**src/rtl/bistchk_pkg.sv**
```systemverilog
`timescale 1ns/1ps
package bistchk_pkg;
    typedef enum logic [1:0] {
        ST_NORMAL = 2'd0,
        ST_WAIT   = 2'd1,
        ST_CHECK  = 2'd2
    } chk_state_e;

    // Fibonacci LFSR step, x^8+x^6+x^5+x^4+1
    function automatic logic [7:0] lfsr8_next(input logic [7:0] s);
        return {s[6:0], s[7] ^ s[5] ^ s[4] ^ s[3]};
    endfunction
endpackage

```
**src/rtl/bist_pattern_gen.sv**
```systemverilog
`timescale 1ns/1ps
module bist_pattern_gen
    import bistchk_pkg::*;
#(
    parameter int unsigned LOOP_LEN  = 511,
    parameter int unsigned NUM_VIOL  = 3,
    parameter int unsigned VIOL_POS [NUM_VIOL] = '{64, 200, 400},
    parameter int unsigned SPEC_POS  = 255,
    parameter logic [7:0]  MARK_CODE = 8'hBC,
    parameter logic [7:0]  SPEC_CODE = 8'h7C,
    parameter logic [7:0]  SEED      = 8'hFF
) (
    input  logic       clk,
    input  logic       rst_n,
    input  logic       load_i,
    input  logic       step_i,
    output logic [7:0] exp_data_o,
    output logic       exp_spec_o,
    output logic       exp_viol_o,
    output logic       last_o
);
    localparam int unsigned POSW = $clog2(LOOP_LEN);
    localparam logic [POSW-1:0] LAST_POS = POSW'(LOOP_LEN - 1);

    typedef struct packed {
        logic [POSW-1:0] pos;
        logic [7:0]      lfsr;
    } gen_t;

    gen_t gen_d, gen_q;
    logic [NUM_VIOL-1:0] viol_hit;

    for (genvar i = 0; i < NUM_VIOL; i++) begin : g_viol
        assign viol_hit[i] = (gen_q.pos == POSW'(VIOL_POS[i]));
    end

    always_comb begin
        gen_d = gen_q;
        if (load_i || (step_i && gen_q.pos == '0)) begin
            gen_d.pos  = POSW'(1);
            gen_d.lfsr = SEED;
        end else if (step_i) begin
            gen_d.pos  = (gen_q.pos == LAST_POS) ? '0 : gen_q.pos + POSW'(1);
            gen_d.lfsr = lfsr8_next(gen_q.lfsr);
        end
    end

    always_ff @(posedge clk or negedge rst_n) begin
        if (!rst_n) begin
            gen_q <= '{pos: '0, lfsr: SEED};
        end else begin
            gen_q <= gen_d;
        end
    end

    always_comb begin
        if (gen_q.pos == '0) begin
            exp_data_o = MARK_CODE;
            exp_spec_o = 1'b1;
        end else if (gen_q.pos == POSW'(SPEC_POS)) begin
            exp_data_o = SPEC_CODE;
            exp_spec_o = 1'b1;
        end else begin
            exp_data_o = gen_q.lfsr;
            exp_spec_o = 1'b0;
        end
        exp_viol_o = |viol_hit;
        last_o     = (gen_q.pos == LAST_POS);
    end


    wrap_to_marker_chk: assert property (@(posedge clk) disable iff (!rst_n)
        (step_i && !load_i && last_o) |=> (exp_data_o == MARK_CODE && exp_spec_o));
endmodule

```
**config.mk**
```make
export PLATFORM = sky130hd
export DESIGN_NAME = bist_pattern_gen
export DESIGN_NICKNAME = d
export VERILOG_FILES = /design/src/rtl/bistchk_pkg.sv /design/src/rtl/bist_pattern_gen.sv
export SDC_FILE = /design/constraint.sdc
export NUM_CORES = 1
export LEC_CHECK = 0
export BUFFER_PORTS_ARGS = -buffer_cell sky130_fd_sc_hd__buf_4
export CORE_AREA = 2 2 51 53
export CTS_CLUSTER_DIAMETER = 60
export DETAILED_ROUTE_END_ITERATION = 8
export DIE_AREA = 0 0 53 55
export PLACE_DENSITY_LB_ADDON = 0.1
export REMOVE_ABC_BUFFERS = 1
export SLEW_MARGIN = 0
export SYNTH_ARGS = -nofsm -noshare
export SYNTH_HDL_FRONTEND = slang
export SYNTH_SLANG_ARGS = --single-unit
```
**constraint.sdc**
```tcl
create_clock -name clk -period 2.2 [get_ports clk]
set_input_delay 0 -clock clk [delete_from_list [all_inputs] [get_ports clk]]
set_output_delay 0 -clock clk [all_outputs]
set_load 0.02 [all_outputs]
```
==> results.sh <==
export IMPL_fmax_ghz=0.490
export IMPL_initial_core_util_pct=44.9
export IMPL_floorplan_rows=18
export IMPL_design_portCount=15
export IMPL_holdPathStages=3
export IMPL_post_synth_and_or_nand_nor_area_fraction_pct=22.9
export IMPL_clock_sink_count=17
export IMPL_overall_die_area_sq_um=2920
export IMPL_finalNetCount=134
export IMPL_fraction_of_the_mapped_netlist_area_in_compound_gates_pct=20.5
export IMPL_yosys_area_share_xor_xnor_pct=4.13
export IMPL_drc=0
export IMPL_hold_viol=0
export IMPL_routed_via_count=853
export IMPL_totalNegativeSetupSlack_ps=0
export IMPL_fill_cells=232
export IMPL_cellLeakagePower_nw=0.512
export IMPL_synth_top_area_share_pct=21.2
export IMPL_finalSetupViolations=0
export IMPL_grt_antenna_before_repair=0
export IMPL_worst_ir_drop_vdd_v=0.000305
export IMPL_most_common_cell_after_layout_fill_and_taps_aside="sky130_fd_sc_hd__buf_4"
export IMPL_area_delta_synth_final_pct=17.0
export IMPL_numPlacedInstances=149
export IMPL_postCtsSetupRepairBufs=0
export IMPL_insertedDiodeCount=0
export IMPL_worstPathCellList="ha_1, nand3_2, inv_1, and3_1, ha_1, a31oi_4, and2_1, buf_4"
export IMPL_timing_max_transition_violations_final=0
export IMPL_min_delay_path_class="input pin to register"
export IMPL_hp_start="step_i"
export IMPL_whs_ps=16.4
export IMPL_grtUsageTotal_pct=18.1
export IMPL_cts_clk_slew_worst_paths_ps=100
export IMPL_synth_top_family_by_area="simple AND/OR/NAND/NOR gates"
export IMPL_yosysSeqAreaShare_pct=41.0
export IMPL_grt_first_pass_wirelength_um=3790
export IMPL_synth_top_area_cell="sky130_fd_sc_hd__dfrtp_1"
export IMPL_layoutNonFillerInstCount=155
export IMPL_run_status="complete, no violations"
export IMPL_drtAntennaViolNets=0
export IMPL_route_final_wire_length_um=2220
export IMPL_timing_setup_critical_path_class="register to primary output"
export IMPL_crit_required_ps=2200
export IMPL_detail_route_vias_per_cell=5.50
export IMPL_cp_max_fo=7
export IMPL_critical_path_max_stage_delay_ps=420
export IMPL_ff2ff_path_depth=6
export IMPL_synth_top_cells_by_area="sky130_fd_sc_hd__dfrtp_1 (21%), sky130_fd_sc_hd__dfstp_2 (20%), sky130_fd_sc_hd__o22a_1 (5.0%)"
export IMPL_whs_endpoint="gen_q[14]$_DFFE_PN0P_"
export IMPL_synth_edff_count=0
export IMPL_die_w_um=53
export IMPL_design_core_area_sq_um=2360
export IMPL_endpoint_kind="primary output"
export IMPL_cp_slowest_cell="sky130_fd_sc_hd__dfrtp_1"
export IMPL_critical_path_top_delay_family="adder cells"
export IMPL_post_dp_hpwl_um=1680
export IMPL_yosys_most_used_dff="sky130_fd_sc_hd__dfrtp_1"
export IMPL_start_kind="register"
export IMPL_post_synthesis_area_per_instance_sq_um=9.65
export IMPL_detail_route_iter0_violations=17
export IMPL_synth_distinct_cells=40
export IMPL_grt_pass1_vias=811
export IMPL_final_gp_congestion=0.797
export IMPL_maxCapViolations=0
export IMPL_die_y_um=55
export IMPL_ys_seq_elements=17
export IMPL_worst_r2r_endpoint="gen_q[10]$_DFFE_PN0P_"
export IMPL_netlist_area_sq_um=1060
export IMPL_final_min_clock_period_ps=2040
export IMPL_power_density_cell_area_nw_per_um2=504
export IMPL_synth_area_mux_share_pct=0.943
export IMPL_drive_gt1_share_pct=29.6
export IMPL_r2r_setup_slack_ps=300
export IMPL_synthCells=110
export IMPL_timing_rr_start="gen_q[8]$_DFFE_PN0P_"
export IMPL_min_period_over_period_pct=92.8
export IMPL_cp_common_cell="sky130_fd_sc_hd__ha_1"
export IMPL_max_slew_margin_rel_pct=69.3
export IMPL_htreeDepth=1
export IMPL_gr_total_overflow=0
export IMPL_clock_skew_ps=3.50
export IMPL_postSynth_asyncResetShare_pct=100
export IMPL_regMostFlops="gen_q"
export IMPL_worst_margin_slew_ps=459
export IMPL_cp_data_arrival_time_ps=2040
export IMPL_synth_adder_area_share_pct=4.72
export IMPL_grt_setup_unrepaired="false"
export IMPL_post_drt_wl_per_cell_um=14.3
export IMPL_mostFrequentLayoutCells="sky130_fd_sc_hd__buf_4 (14), sky130_fd_sc_hd__dfrtp_1 (9), sky130_fd_sc_hd__nor2_1 (8), sky130_fd_sc_hd__nand2_1 (8), sky130_fd_sc_hd__dfstp_2 (8)"
export IMPL_grt_start_max_net_pins=18
export IMPL_critPathBufInv=2
export IMPL_cts_buffers=3
export IMPL_max_ffs_per_register=17
export IMPL_cts_buffer_depth=2
export IMPL_worst_skew_pair_latency_ps=290
export IMPL_drt_pre_antenna_iters=4
export IMPL_yosys_warn_count=0
export IMPL_portBuffers=14
export IMPL_cts_tree="yes"
export IMPL_cts_root_buf="sky130_fd_sc_hd__clkbuf_4"
export IMPL_reg_top3="gen_q: 17 flops"
-- tightest hold or removal path, cell delays in order --
cell	delay, ps
sky130_fd_sc_hd__buf_4	110
sky130_fd_sc_hd__a21o_1	110
sky130_fd_sc_hd__a211oi_1	60
-- through the flow --
| step | worst slack [ps] | utilization (%) | area (sq um) | total power, mW |
|---|---|---|---|---|
| 6_report | 158 | 52.5 | 1240 | 0.625 |
| 5_1_grt | 42.4 | 52.5 | 1240 | 0.657 |
| 4_1_cts | 17.1 | 51.6 | 1220 | 0.629 |
| 3_5_place_dp | 219 | 49.4 | 1170 | 0.456 |
| 3_3_place_gp | 312 | 49.4 | 1170 | 0.452 |
| 2_1_floorplan | 452 | - | 1030 | 0.411 |
-- cells by family after synthesis --
| logic type | Yosys count |
|---|---|
| buf+inv | 12 |
| simple gates | 43 |
| mux | 1 |
| compound gates | 28 |
| fa+ha+maj | 4 |
| xor+xnor | 5 |
| flops | 17 |
-- area by class of cell --
cell class | count | area [sq um] | share of cell area, %
Multi-Input combinational cell | 81 | 591 | 47.6
Sequential cell | 17 | 435 | 35.1
Tap cell | 30 | 37.5 | 3.02
Inverter | 7 | 26.3 | 2.12
Clock buffer | 4 | 26.3 | 2.12
Timing Repair Buffer | 16 | 125 | 10.1
-- where the power goes --
part           internal [mW]  total [mW]  switching, mW
registers              0.324       0.335         0.0104
clock network         0.0704       0.169         0.0986
logic                 0.0534       0.122         0.0683
total                  0.448       0.625          0.177
-- routing by layer --
metal | track usage, % | vias to the layer above | routed length, um
met5 | 0 | - | 0
met4 | 7.69 | 0 | 20
met3 | 2.42 | 2 | 56
met2 | 31.9 | 11 | 1170
met1 | 22.4 | 415 | 977
li1 | - | 425 | -
-- worst max path at each step --
stage                    startpoint       endpoint  slack (ps)  depth (start not counted)
2_1_floorplan  gen_q[9]$_DFFE_PN0P_  exp_data_o[0]         450                          7
6_report       gen_q[8]$_DFFE_PN0P_  exp_data_o[0]         160                          8
3_3_place_gp   gen_q[8]$_DFFE_PN0P_  exp_data_o[1]         310                          8
4_1_cts        gen_q[8]$_DFFE_PN0P_  exp_data_o[0]          20                          8
5_1_grt        gen_q[8]$_DFFE_PN0P_  exp_data_o[0]          40                          8
3_5_place_dp   gen_q[8]$_DFFE_PN0P_  exp_data_o[0]         220                          8
-- Yosys cell counts (2+ instances only) --
cell,number
sky130_fd_sc_hd__or2_2,2
sky130_fd_sc_hd__nand2b_1,4
sky130_fd_sc_hd__clkbuf_1,2
sky130_fd_sc_hd__buf_6,2
sky130_fd_sc_hd__o31a_1,2
sky130_fd_sc_hd__dfstp_2,8
sky130_fd_sc_hd__and4_1,2
sky130_fd_sc_hd__o21ai_0,3
sky130_fd_sc_hd__nand2_1,8
sky130_fd_sc_hd__o22a_1,6
sky130_fd_sc_hd__nor2_1,8
sky130_fd_sc_hd__and3_1,2
sky130_fd_sc_hd__inv_1,7
sky130_fd_sc_hd__ha_1,4
sky130_fd_sc_hd__dfrtp_1,9
sky130_fd_sc_hd__nand3_1,7
sky130_fd_sc_hd__o21ai_1,2
sky130_fd_sc_hd__and2_1,2
sky130_fd_sc_hd__a21oi_1,4
sky130_fd_sc_hd__xnor2_1,4
sky130_fd_sc_hd__a31oi_1,3
-- repair_timing --
action,CTS,global route
gates cloned,0,0
endpoints found under the setup margin,7,6
hold buffers,2,0
hold endpoints to repair,19,0
resized for setup,1,3
(Power assumes the default switching activity.)
